<file path="config.mk">
export PLATFORM = sky130hd
export DESIGN_NAME = can_bit_sampler
export DESIGN_NICKNAME = d
export VERILOG_FILES = /design/src/rtl/cbs_pkg.sv /design/src/rtl/cbs_edge_det.sv /design/src/rtl/cbs_phase_track.sv /design/src/rtl/cbs_bit_out.sv /design/src/rtl/can_bit_sampler.sv
export SDC_FILE = /design/constraint.sdc
export NUM_CORES = 1
export LEC_CHECK = 0
export ABC_AREA = 1
export CORE_ASPECT_RATIO = 1.1
export CORE_MARGIN = 4
export CORE_UTILIZATION = 45
export CTS_CLUSTER_DIAMETER = 60
export DETAILED_ROUTE_END_ITERATION = 6
export DONT_BUFFER_PORTS = 1
export GPL_ROUTABILITY_DRIVEN = 0
export RECOVER_POWER = 100
export SLEW_MARGIN = 10
export SYNTH_ARGS = -nofsm -noshare
export SYNTH_HDL_FRONTEND = slang
export SYNTH_SLANG_ARGS = --single-unit
</file>
<file path="constraint.sdc">
create_clock -name clk -period 8.97 [get_ports clk]
set_clock_uncertainty 0.1 [all_clocks]
set_input_delay 2.691 -clock clk [delete_from_list [all_inputs] [get_ports clk]]
set_output_delay 2.691 -clock clk [all_outputs]
set_load 0.1 [all_outputs]
</file>
<file path="src/rtl/cbs_pkg.sv">
package cbs_pkg;

    typedef enum logic [0:0] {
        ST_IDLE = 1'b0,
        ST_RECV = 1'b1
    } cbs_state_e;

endpackage

</file>
<file path="src/rtl/cbs_edge_det.sv">
module cbs_edge_det (
    input  logic clk,
    input  logic rst,
    input  logic smp_en,
    input  logic rx_in,
    output logic fall_o
);

    // level of the previous enabled sample; the bus idles recessive
    logic prev_q;

    always_ff @(posedge clk) begin
        if (rst) begin
            prev_q <= 1'b1;
        end else if (smp_en) begin
            prev_q <= rx_in;
        end
    end

    assign fall_o = smp_en & prev_q & ~rx_in;

    // two falling edges can never be seen on back-to-back clocks
    p_single_fall_r5: assert property (@(posedge clk) disable iff (rst)
        fall_o |=> !fall_o);

endmodule

</file>
<file path="src/rtl/cbs_phase_track.sv">
module cbs_phase_track #(
    parameter int SW = 16,
    parameter int LW = 8,
    parameter int IW = 8
) (
    input  logic          clk,
    input  logic          rst,
    input  logic          start_i,
    input  logic          recv_i,
    input  logic          smp_en,
    input  logic          fall_i,
    input  logic [LW-1:0] bit_len,
    input  logic [LW-1:0] spt_ofs,
    output logic          hit_o,
    output logic [IW-1:0] bcnt_o
);

    localparam int PW = LW + IW;

    logic [SW-1:0] scnt_q;      // index of the last processed sample
    logic [SW-1:0] anc_samp_q;  // sample index of the latest anchor
    logic [IW-1:0] anc_cnt_q;   // bit count at the latest anchor
    logic [IW-1:0] bcnt_q;      // bits decided so far

    logic [SW-1:0] cur_idx;
    logic [IW-1:0] span;
    logic [PW-1:0] prod;
    logic [SW-1:0] proj;

    always_comb begin
        cur_idx = scnt_q + SW'(1);
        span    = bcnt_q - anc_cnt_q;
        prod    = PW'(bit_len) * PW'(span);
        proj    = anc_samp_q + SW'(prod) + SW'(spt_ofs);
        hit_o   = recv_i & smp_en & (cur_idx == proj);
    end

    always_ff @(posedge clk) begin
        if (rst || start_i) begin
            scnt_q     <= '0;
            anc_samp_q <= '0;
            anc_cnt_q  <= '0;
            bcnt_q     <= '0;
        end else if (recv_i && smp_en) begin
            scnt_q <= cur_idx;
            if (hit_o) begin
                bcnt_q <= bcnt_q + IW'(1);
            end
            if (fall_i) begin
                // the decision of this sample is taken before re-anchoring
                anc_samp_q <= cur_idx;
                anc_cnt_q  <= hit_o ? (bcnt_q + IW'(1)) : bcnt_q;
            end
        end
    end

    assign bcnt_o = bcnt_q;

    // without an edge the projection advances by one bit time per decision
    p_step_bit_len_r4: assert property (@(posedge clk) disable iff (rst)
        (recv_i && hit_o && !fall_i) |=>
            (proj == $past(proj) + SW'(bit_len)) || !$stable(bit_len));

    // after an edge the next decision lies one offset past the edge sample
    p_resync_ofs_r5: assert property (@(posedge clk) disable iff (rst)
        (recv_i && fall_i) |=>
            (proj == $past(cur_idx) + SW'(spt_ofs)) || !$stable(spt_ofs));

endmodule

</file>
<file path="src/rtl/cbs_bit_out.sv">
module cbs_bit_out #(
    parameter int IW = 8
) (
    input  logic          clk,
    input  logic          rst,
    input  logic          hit_i,
    input  logic          rx_in,
    input  logic [IW-1:0] idx_i,
    output logic          bit_vld,
    output logic          bit_val,
    output logic [IW-1:0] bit_idx
);

    always_ff @(posedge clk) begin
        if (rst) begin
            bit_vld <= 1'b0;
            bit_val <= 1'b1;
            bit_idx <= '0;
        end else begin
            bit_vld <= hit_i;
            if (hit_i) begin
                bit_val <= rx_in;
                bit_idx <= idx_i;
            end
        end
    end

endmodule

</file>
<file path="src/rtl/can_bit_sampler.sv">
module can_bit_sampler #(
    parameter int LW = 8,
    parameter int IW = 8,
    parameter int SW = LW + IW
) (
    input  logic          clk,
    input  logic          rst,
    input  logic          smp_en,
    input  logic          rx_in,
    input  logic [LW-1:0] bit_len,
    input  logic [LW-1:0] spt_ofs,
    input  logic          frame_done,
    output logic          bit_vld,
    output logic          bit_val,
    output logic [IW-1:0] bit_idx
);

    import cbs_pkg::*;

    cbs_state_e    state_q, state_d;
    logic          start_w;
    logic          recv_w;
    logic          fall_w;
    logic          hit_w;
    logic [IW-1:0] bcnt_w;

    // state register
    always_ff @(posedge clk) begin
        if (rst) begin
            state_q <= ST_IDLE;
        end else begin
            state_q <= state_d;
        end
    end

    // transitions: start-detect and frame-end
    always_comb begin
        state_d = state_q;
        unique case (state_q)
            ST_IDLE: if (!frame_done && smp_en && !rx_in) state_d = ST_RECV;
            ST_RECV: if (frame_done)                      state_d = ST_IDLE;
            default: state_d = ST_IDLE;
        endcase
    end

    // per-state control outputs
    always_comb begin
        start_w = 1'b0;
        recv_w  = 1'b0;
        unique case (state_q)
            ST_IDLE: start_w = !frame_done && smp_en && !rx_in;
            ST_RECV: recv_w  = !frame_done;
            default: begin
                start_w = 1'b0;
                recv_w  = 1'b0;
            end
        endcase
    end

    cbs_edge_det u_edge (
        .clk    (clk),
        .rst    (rst),
        .smp_en (smp_en),
        .rx_in  (rx_in),
        .fall_o (fall_w)
    );

    cbs_phase_track #(.SW(SW), .LW(LW), .IW(IW)) u_track (
        .clk     (clk),
        .rst     (rst),
        .start_i (start_w),
        .recv_i  (recv_w),
        .smp_en  (smp_en),
        .fall_i  (fall_w),
        .bit_len (bit_len),
        .spt_ofs (spt_ofs),
        .hit_o   (hit_w),
        .bcnt_o  (bcnt_w)
    );

    cbs_bit_out #(.IW(IW)) u_out (
        .clk     (clk),
        .rst     (rst),
        .hit_i   (hit_w),
        .rx_in   (rx_in),
        .idx_i   (bcnt_w),
        .bit_vld (bit_vld),
        .bit_val (bit_val),
        .bit_idx (bit_idx)
    );

    p_start_recv_r2: assert property (@(posedge clk) disable iff (rst)
        (state_q == ST_IDLE && smp_en && !rx_in && !frame_done) |=> (state_q == ST_RECV));

    p_done_idle_r9: assert property (@(posedge clk) disable iff (rst)
        frame_done |=> (state_q == ST_IDLE) && !bit_vld);

    p_no_en_quiet_r8: assert property (@(posedge clk) disable iff (rst)
        !smp_en |=> !bit_vld);

    p_hold_outputs_r11: assert property (@(posedge clk) disable iff (rst)
        !smp_en |=> $stable(bit_idx) && $stable(bit_val));

endmodule

</file>
## After elaboration in Yosys (flattened, before gate mapping)

Cells that the tools add are included.

| cells by class | value |
|---|---|
| div/mod/pow operators | 0 |
| reductions and logical operators | 7 |
| shift-type cells | 0 |
| multipliers | 1 |
| eq/ne operators | 1 |
| mux-type cells | 6 |
| add/subtract/negate cells | 5 |
| magnitude comparators | 0 |
| bitwise operators | 6 |

Operator list:

| operator | count |
|---|---|
| adder 16 x 1 -> 16 bit, second input constant | 1 |
| adder 16 bit | 1 |
| adder 16 x 8 -> 16 bit | 1 |
| == test 16 bit | 1 |
| multiplier 8 x 8 -> 16 bit | 1 |
| adder 8 x 1 -> 8 bit, second input constant | 1 |
| two-way mux 8 bit | 1 |
| subtractor 8 bit | 1 |
| AND 1 bit | 4 |
| two-way mux 1 bit | 4 |
| logical AND 1 bit | 3 |
| zero test 1 bit | 2 |
| inverter 1 bit | 2 |
| case mux 1 bit (2 select lines) | 1 |
| AND reduction 2 bit | 1 |
| logical OR 1 bit | 1 |

| storage, ports and cells | value |
|---|---|
| ROM bits | 0 |
| output and inout bits | 10 |
| latch bits | 0 |
| word-level logic and storage cells | 35 |
| input port bits | 21 |
| bits in writable memories | 0 |
| register bits after elaboration | 60 |
| memories kept | 0 |

## Longest topological paths before layout

Gate-level depths: netlist of the first run.

| logic depth | value |
|---|---|
| depth in word-level cells | 7 |
| mapped depth | 39 |
| mapped depth without buffers | 39 |

## Hierarchy

Synthesis of the first run repeated with hierarchy kept, for this count alone.

| second synthesis, totals | value |
|---|---|
| cell total of the unflattened synthesis | 988 |
| area, all modules | 6610.1 um^2 |

Modules (own cells, without submodules):

| module | times used | area each (um^2) | seq. area each (um^2) | cells each |
|---|---|---|---|---|
| cbs_phase_track | 1 | 6095.8 | 960.9 | 912 |
| cbs_bit_out | 1 | 405.4 | 200.2 | 58 |
| can_bit_sampler | 1 | 61.3 | 20.0 | 10 |
| cbs_edge_det | 1 | 47.5 | 20.0 | 8 |

## Worst setup path before layout of the first run

Ideal clock, no wire load.

| path | value |
|---|---|
| path kind | input port to flip-flop |
| start point | in bit_len[0] |
| end point | reg u_out.bit_idx[7] |
| data required time | 8738 ps |
| cell stages on the path | 25 |
| path slack | 1333 ps |
| setup time | 132 ps |
| buffers on the path | 1 |
| data arrival time | 7405 ps |
| cells stage by stage | inv_1 nor2_1 fa_1 inv_1 fa_1 inv_1 fa_1 inv_1 fa_1 inv_1 fa_1 ha_1 nand2_1 inv_1 a21oi_1 nand3_1 nand3_2 nand2_1 nor2_2 nand3_4 nor2_8 nand3_4 buf_6 nor2_1 nor3b_2 |

| between the ends | value |
|---|---|
| cells in the longest elaborated chain, start to end | 5 |

RTL lines:

| element | line | source |
|---|---|---|
| start, declared | can_bit_sampler.sv:10 | `input logic [LW-1:0] bit_len,` |
| multiplier 8 x 8 -> 16 bit | cbs_phase_track.sv:33 | `prod = PW'(bit_len) * PW'(span);` |
| adder 16 bit | cbs_phase_track.sv:34 | `proj = anc_samp_q + SW'(prod) + SW'(spt_ofs);` |
| adder 16 x 8 -> 16 bit | cbs_phase_track.sv:34 |  |
| == test 16 bit | cbs_phase_track.sv:35 | `hit_o = recv_i & smp_en & (cur_idx == proj);` |
| AND 1 bit | cbs_phase_track.sv:35 |  |
| end signal, assigned | cbs_bit_out.sv:23 | `bit_idx <= idx_i;` |
| end, declared | cbs_bit_out.sv:11 | `output logic [IW-1:0] bit_idx` |

Every way passes these cells.
A chain may end at the register's enable or synchronous reset.

## Worst setup path after layout of the first run

| path | value |
|---|---|
| start point | in bit_len[0] |
| end point | reg u_track.anc_cnt_q[0] |

| between the ends | value |
|---|---|
| cells in the longest elaborated chain, start to end | 6 |

RTL lines:

| element | line | source |
|---|---|---|
| multiplier 8 x 8 -> 16 bit | cbs_phase_track.sv:33 |  |
| adder 16 bit | cbs_phase_track.sv:34 |  |
| adder 16 x 8 -> 16 bit | cbs_phase_track.sv:34 |  |
| == test 16 bit | cbs_phase_track.sv:35 |  |
| AND 1 bit | cbs_phase_track.sv:35 |  |
| two-way mux 8 bit | n/a |  |
| end signal, assigned | cbs_phase_track.sv:52 | `anc_cnt_q <= hit_o ? (bcnt_q + IW'(1)) : bcnt_q;` |
| end, declared | cbs_phase_track.sv:22 | `logic [IW-1:0] anc_cnt_q;` |

Every way passes these cells.

==> results.json, run 1 <==
{
  "areaGrowthSynthToFinish_pct": 6.83,
  "root_buffer": "sky130_fd_sc_hd__clkbuf_16",
  "totalPowerFinal_mw": 0.749,
  "buffers_inserted_by_post_cts_timing_repair": 0,
  "max_slew.worst_pin.slew_ns": 1.80,
  "grt_pass1_wl_um": 27100,
  "synth_sequential_area_ratio_pct": 17.6,
  "chipHeight_um": 137,
  "setup_repair_after_global_routing_missed_its_margin": "false",
  "placementRows": 46,
  "post_drt_wl_per_cell_um": 13.0,
  "route.final.wire_length_um": 15600,
  "drt_iter0_drc": 287,
  "drt_pre_antenna_iters": 7,
  "fin_setup_tns_ns": 0,
  "hold_buffers": 0,
  "num-fill-cells": 1538,
  "postLayoutSetupSlackWorst_ns": 0.985,
  "nNetsFinal": 1132,
  "grt_max_degree": 43,
  "cts-buffers-inserted": 9,
  "ant_nets": 0,
  "path_clk_slew_ns": 0.06,
  "max_cap_viol_count": 1,
  "mostFrequentLayoutCells": "sky130_fd_sc_hd__nand2_1 (235), sky130_fd_sc_hd__inv_1 (220), sky130_fd_sc_hd__nor2_1 (96)",
  "num_antenna_cells": 0,
  "dp_hpwl_um": 12900,
  "fmax_mhz": 125,
  "syn_inst": 995,
  "cts_num_sinks": 60,
  "cts_resized": 0,
  "cts_htree_levels": 3,
  "design.portCount": 31,
  "post-place-ws_ns": 0.892,
  "leakage_dissipation_nw": 3.81,
  "placement.io_buffers": 0,
  "synth_top_flop_cell": "sky130_fd_sc_hd__dfxtp_1",
  "grt.overflow.total": 0,
  "core-area_um2": 14600,
  "drive_above_1_share_pct": 6.38,
  "cellPowerDensity_nw_per_um2": 103,
  "finalCoreUtilization_pct": 49.8,
  "synth_enable_flop_cells": 0,
  "initial_antenna_violation_count": 0,
  "timing.final.max_slew_violations": 43,
  "cp-end-kind": "flop",
  "fp.dieW_um": 125,
  "die_area_um2": 17200,
  "groute.usage.overall_pct": 19.4,
  "hold_viol_final": 0,
  "clockBufferDepth": 2,
  "yosysWarningCount": 0,
  "setup.worst_path.class": "primary input to flop",
  "insertion_delay_ns": 0.34,
  "cp.arrival_ns": 8.17,
  "grt_pass1_vias": 5560,
  "synth_fp_nets": 1129,
  "start_kind": "primary input",
  "via_per_inst": 4.88,
  "relSlewSlack_pct": -20.2,
  "holdCritPathClass": "flop to flop",
  "cts_tree": "built",
  "min_period_ns": 7.98,
  "yosys_register_bits": 60,
  "cp_max_fo": 8,
  "fraction_of_the_cycle_the_final_worst_path_needs_pct": 89.0,
  "initial_utilization_pct": 46.6,
  "layout_commonest_cell": "sky130_fd_sc_hd__nand2_1",
  "synth-async-reset-ratio_pct": 0,
  "syn_avg_cell_area_um2": 6.85,
  "failed_checks": "DRC, capacitance limit, slew limit",
  "outcome": "finished, violations left",
  "timing.critical_path.required_ns": 9.15,
  "netlist_area_um2": 6820,
  "report.final.setup_viol": 0,
  "drcViolationCount": 4,
  "post_synth_num_cell_types": 44,
  "routed-via-count": 5833,
  "worst_ir_drop_vdd_v": 0.0000997
}
-- cell usage after synthesis (3+ instances only) --
cell                       instances  area share [%]
sky130_fd_sc_hd__o21ai_0          37             2.7
sky130_fd_sc_hd__inv_1           220              12
sky130_fd_sc_hd__xor2_1           11             1.4
sky130_fd_sc_hd__nor2_8            3            0.88
sky130_fd_sc_hd__fa_1             56              16
sky130_fd_sc_hd__nand3_2           4            0.59
sky130_fd_sc_hd__buf_1             3            0.17
sky130_fd_sc_hd__inv_2             4            0.22
sky130_fd_sc_hd__nor2_4            4            0.66
sky130_fd_sc_hd__a21oi_1          55             4.0
sky130_fd_sc_hd__dfxtp_1          60              18
sky130_fd_sc_hd__nand2_1         234              13
sky130_fd_sc_hd__nor2_1           96             5.3
sky130_fd_sc_hd__xnor2_1           4            0.51
sky130_fd_sc_hd__nand3b_1          3            0.33
sky130_fd_sc_hd__nand3_1          72             5.3
sky130_fd_sc_hd__nor3b_1           5            0.55
sky130_fd_sc_hd__ha_1             57              10
sky130_fd_sc_hd__nand3_4           4             1.0
sky130_fd_sc_hd__nand2_4           5            0.83
sky130_fd_sc_hd__nor3_1            6            0.44
sky130_fd_sc_hd__clkbuf_1          8            0.44
sky130_fd_sc_hd__nand2_2           9            0.83
sky130_fd_sc_hd__nand4_1           8            0.73
sky130_fd_sc_hd__nor2_2            4            0.37
-- cells by family (layout without fill, tap and decap cells) --
logic type,after synthesis,count (layout),share of synthesized area [%]
AO/OA/AOI/OAI,99,99,7.56
XOR/XNOR,15,15,1.93
adder cells (fa/ha/maj),113,113,26.9
buffers and inverters,240,248,13.4
flip-flops,60,60,17.6
AND/OR/NAND/NOR,468,468,32.6
-- worst max-delay path: stages --
cell	delay, ns
sky130_fd_sc_hd__inv_1	0.12
sky130_fd_sc_hd__nor2_1	0.09
sky130_fd_sc_hd__fa_1	0.53
sky130_fd_sc_hd__inv_1	0.06
sky130_fd_sc_hd__fa_1	0.52
sky130_fd_sc_hd__inv_1	0.06
sky130_fd_sc_hd__fa_1	0.54
sky130_fd_sc_hd__inv_1	0.06
sky130_fd_sc_hd__fa_1	0.52
sky130_fd_sc_hd__inv_1	0.05
sky130_fd_sc_hd__fa_1	0.46
sky130_fd_sc_hd__ha_1	0.39
sky130_fd_sc_hd__nand2_1	0.09
sky130_fd_sc_hd__nor2_1	0.16
sky130_fd_sc_hd__nand2_1	0.09
sky130_fd_sc_hd__nand2_1	0.14
sky130_fd_sc_hd__nand2_1	0.08
sky130_fd_sc_hd__nand3_1	0.13
sky130_fd_sc_hd__nand2_1	0.08
sky130_fd_sc_hd__nand2_1	0.08
sky130_fd_sc_hd__nand2_1	0.14
sky130_fd_sc_hd__inv_1	0.09
sky130_fd_sc_hd__nand3_1	0.07
sky130_fd_sc_hd__nor2_1	0.44
sky130_fd_sc_hd__nand3_1	0.22
sky130_fd_sc_hd__nand3_1	0.16
sky130_fd_sc_hd__nand2_1	0.07
sky130_fd_sc_hd__inv_1	0.05
-- cell type report --
type	count	area, um^2	area share [%]
clock buffer	9	225	3.09
clock inverter	7	51.3	0.704
inverter	226	850	11.7
timing repair buffer	6	33.8	0.464
sequential	60	1200	16.5
multi-input combinational	695	4680	64.3
tap	192	240	3.30
-- registers in the layout, indices dropped and copies added, names as in the netlist --
signal	cells
u_track.scnt_q	16
u_track.anc_cnt_q	8
u_track.anc_samp_q	16
u_out.bit_val	1
u_track.bcnt_o	8
state_q	1
u_out.bit_idx	8
u_edge.prev_q	1
u_out.bit_vld	1
-- routing by layer --
metal	GRT usage, %	vias up	wire [um]
met3	2.93	21	631
met1	26.1	2635	7460
met2	32.2	113	7220
met5	0	-	0
met4	5.96	0	255
li1	-	3064	-
-- path summary, 6_finish.rpt --
kind	startpoint	end	slack [ns]	cells past startpoint
worst max-delay path	bit_len[0]	u_track.anc_cnt_q[0]	0.99	28
worst min-delay path	u_track.anc_samp_q[1]	u_track.anc_samp_q[1]	0.38	2
worst min register to register	u_track.anc_samp_q[1]	u_track.anc_samp_q[1]	0.38	2
worst max register to register	u_track.bcnt_o[0]	u_track.anc_cnt_q[0]	1.37	32
-- power by group --
part | internal [mW] | total [mW] | switching, mW
Sequential | 0.269 | 0.271 | 0.00206
Combinational | 0.0540 | 0.155 | 0.101
Clock | 0.187 | 0.323 | 0.135
Total | 0.510 | 0.749 | 0.239
-- through the flow --
stage	cells	instance area, um^2	hold slack, ns
after floorplan	995	6820	0.345
after global placement	1179	7040	0.361
after detailed placement	1179	7040	0.367
after CTS	1195	7320	0.378
after global routing	1195	7280	0.422
final	1195	7280	0.375
Note: power is estimated with default switching activity, not from simulation.
==> inputs of run 2 (changes only) <==
==> constraint.sdc (replaced) <==
create_clock -name clk -period 8.97 [get_ports clk]
set_clock_uncertainty 0.1 [all_clocks]
set_input_delay 0.4485 -clock clk [delete_from_list [all_inputs] [get_ports clk]]
set_output_delay 0.4485 -clock clk [all_outputs]
set_load 0.1 [all_outputs]
==> results.json, run 2 (same netlist as run 1, synthesis figures left out) <==
{
  "outcome": "finished, violations left",
  "failed_checks": "capacitance limit, slew limit",
  "drive_above_1_share_pct": 5.79,
  "via_per_inst": 4.81,
  "gr-usage-met2_pct": 32.8,
  "timing.critical_path.required_ns": 9.10,
  "setup_repair_after_global_routing_missed_its_margin": "false",
  "timing.final.max_slew_violations": 43,
  "path_clk_slew_ns": 0.06,
  "placement.io_buffers": 0,
  "grt_pass1_wl_um": 26700,
  "routed-via-count": 5744,
  "r2r_setup_slk_ns": 1.38,
  "hold_viol_final": 0,
  "relSlewSlack_pct": -12.7,
  "hold_buffers": 0,
  "totalPowerFinal_mw": 0.755,
  "fraction_of_the_cycle_the_final_worst_path_needs_pct": 84.6,
  "globalRouteMet3Util_pct": 3.63,
  "cts-buffers-inserted": 9,
  "leakage_dissipation_nw": 3.80,
  "die_area_um2": 17200,
  "setup.worst_path.class": "flop to flop",
  "dp_hpwl_um": 13000,
  "layout_commonest_cell": "sky130_fd_sc_hd__nand2_1",
  "mostFrequentLayoutCells": "sky130_fd_sc_hd__nand2_1 (237), sky130_fd_sc_hd__inv_1 (220), sky130_fd_sc_hd__nor2_1 (97)",
  "cp-end-kind": "flop",
  "insertion_delay_ns": 0.33,
  "cts_resized": 0,
  "post_drt_wl_per_cell_um": 13.0,
  "core-area_um2": 14600,
  "final_cell_area_um2": 7260,
  "fin_setup_tns_ns": 0,
  "ant_nets": 0,
  "grt.met1_usage_pct": 25.2,
  "cts_htree_levels": 3,
  "cts_num_sinks": 60,
  "post-place-ws_ns": 1.50,
  "placed_cell_area_um2": 7030,
  "fmax_mhz": 132,
  "holdCritPathClass": "primary input to flop",
  "buffers_inserted_by_post_cts_timing_repair": 0,
  "critical_path.max_stage_delay_ns": 0.57,
  "grt_max_degree": 43,
  "root_buffer": "sky130_fd_sc_hd__clkbuf_16",
  "initial_antenna_violation_count": 0,
  "placementRows": 46,
  "areaGrowthSynthToFinish_pct": 6.55,
  "clockBufferDepth": 2,
  "route.final.wire_length_um": 15500,
  "cts_tree": "built",
  "largest_registers": "u_track.anc_samp_q (16), u_track.scnt_q (16)",
  "nNetsFinal": 1131,
  "max_cap_viol_count": 1,
  "min_period_ns": 7.59,
  "start_kind": "flop",
  "finalCoreUtilization_pct": 49.7,
  "fp.dieW_um": 125,
  "num_antenna_cells": 0,
  "groute.usage.overall_pct": 19.3,
  "grt_pass1_vias": 5604,
  "design.portCount": 31,
  "drcViolationCount": 0,
  "slowest_stage": "sky130_fd_sc_hd__fa_1",
  "postLayoutSetupSlackWorst_ns": 1.38,
  "cellPowerDensity_nw_per_um2": 104,
  "initial_utilization_pct": 46.6,
  "max_slew.worst_pin.slew_ns": 1.69,
  "cell_with_the_most_instances_on_the_worst_path": "sky130_fd_sc_hd__inv_1",
  "num-fill-cells": 1531,
  "grt_most_used_layer": "met2",
  "cp.arrival_ns": 7.72,
  "grt.overflow.total": 0,
  "chipHeight_um": 137,
  "worst_ir_drop_vdd_v": 0.0000865,
  "cp_max_fo": 17,
  "drt_pre_antenna_iters": 5,
  "drt_iter0_drc": 274,
  "report.final.setup_viol": 0
}
==> run 2: changes by cell type in the layout (fill, tap and decap cells not counted), sizes merged <==
cell    previous run  this run
buf                3         2
inv              225       226
clkinv             6         5
==> run 2: routing by layer <==
layer | vias up | routed length, um
li1 | 3056 | -
met1 | 2557 | 7360
met2 | 108 | 7170
met3 | 23 | 737
met4 | 0 | 268
met5 | - | 0
==> run 2: final timing paths <==
kind                            cells past startpoint               endpoint             startpoint
worst max-delay path                               35   u_track.anc_cnt_q[0]      u_track.bcnt_o[2]
worst min-delay path                                1       u_out.bit_idx[7]                    rst
worst max register to register                     35   u_track.anc_cnt_q[0]      u_track.bcnt_o[2]
worst min register to register                      2  u_track.anc_samp_q[1]  u_track.anc_samp_q[1]
==> run 2: final cells by class <==
class	count	area, um^2	share of cell area (%)
clock buffer	9	225	3.10
clock inverter	7	51.3	0.706
inverter	226	850	11.7
multi-input combinational	695	4670	64.3
sequential	60	1200	16.5
tap	192	240	3.31
timing repair buffer	5	26.3	0.362
==> run 2: worst max-delay path: cells and delay by family (launching register included) <==
family,cells,cell delay [ns]
buf+inv,8,0.43
compound gates,6,1.03
simple gates,13,1.69
xor+xnor,1,0.54
flops,1,0.33
fa+ha+maj,7,3.35
==> run 2: per-stage QoR <==
stage,hold WS [ns],cells
6_report,0.0757,1194
5_1_grt,0.0606,1194
4_1_cts,0.0647,1194
3_5_place_dp,0.366,1178
3_3_place_gp,0.362,1178
2_1_floorplan,0.345,995
==> run 2: where the power goes <==
group	switching [mW]	internal, mW
clock network	0.139	0.188
registers	0.00203	0.269
logic	0.102	0.0549
total	0.243	0.512
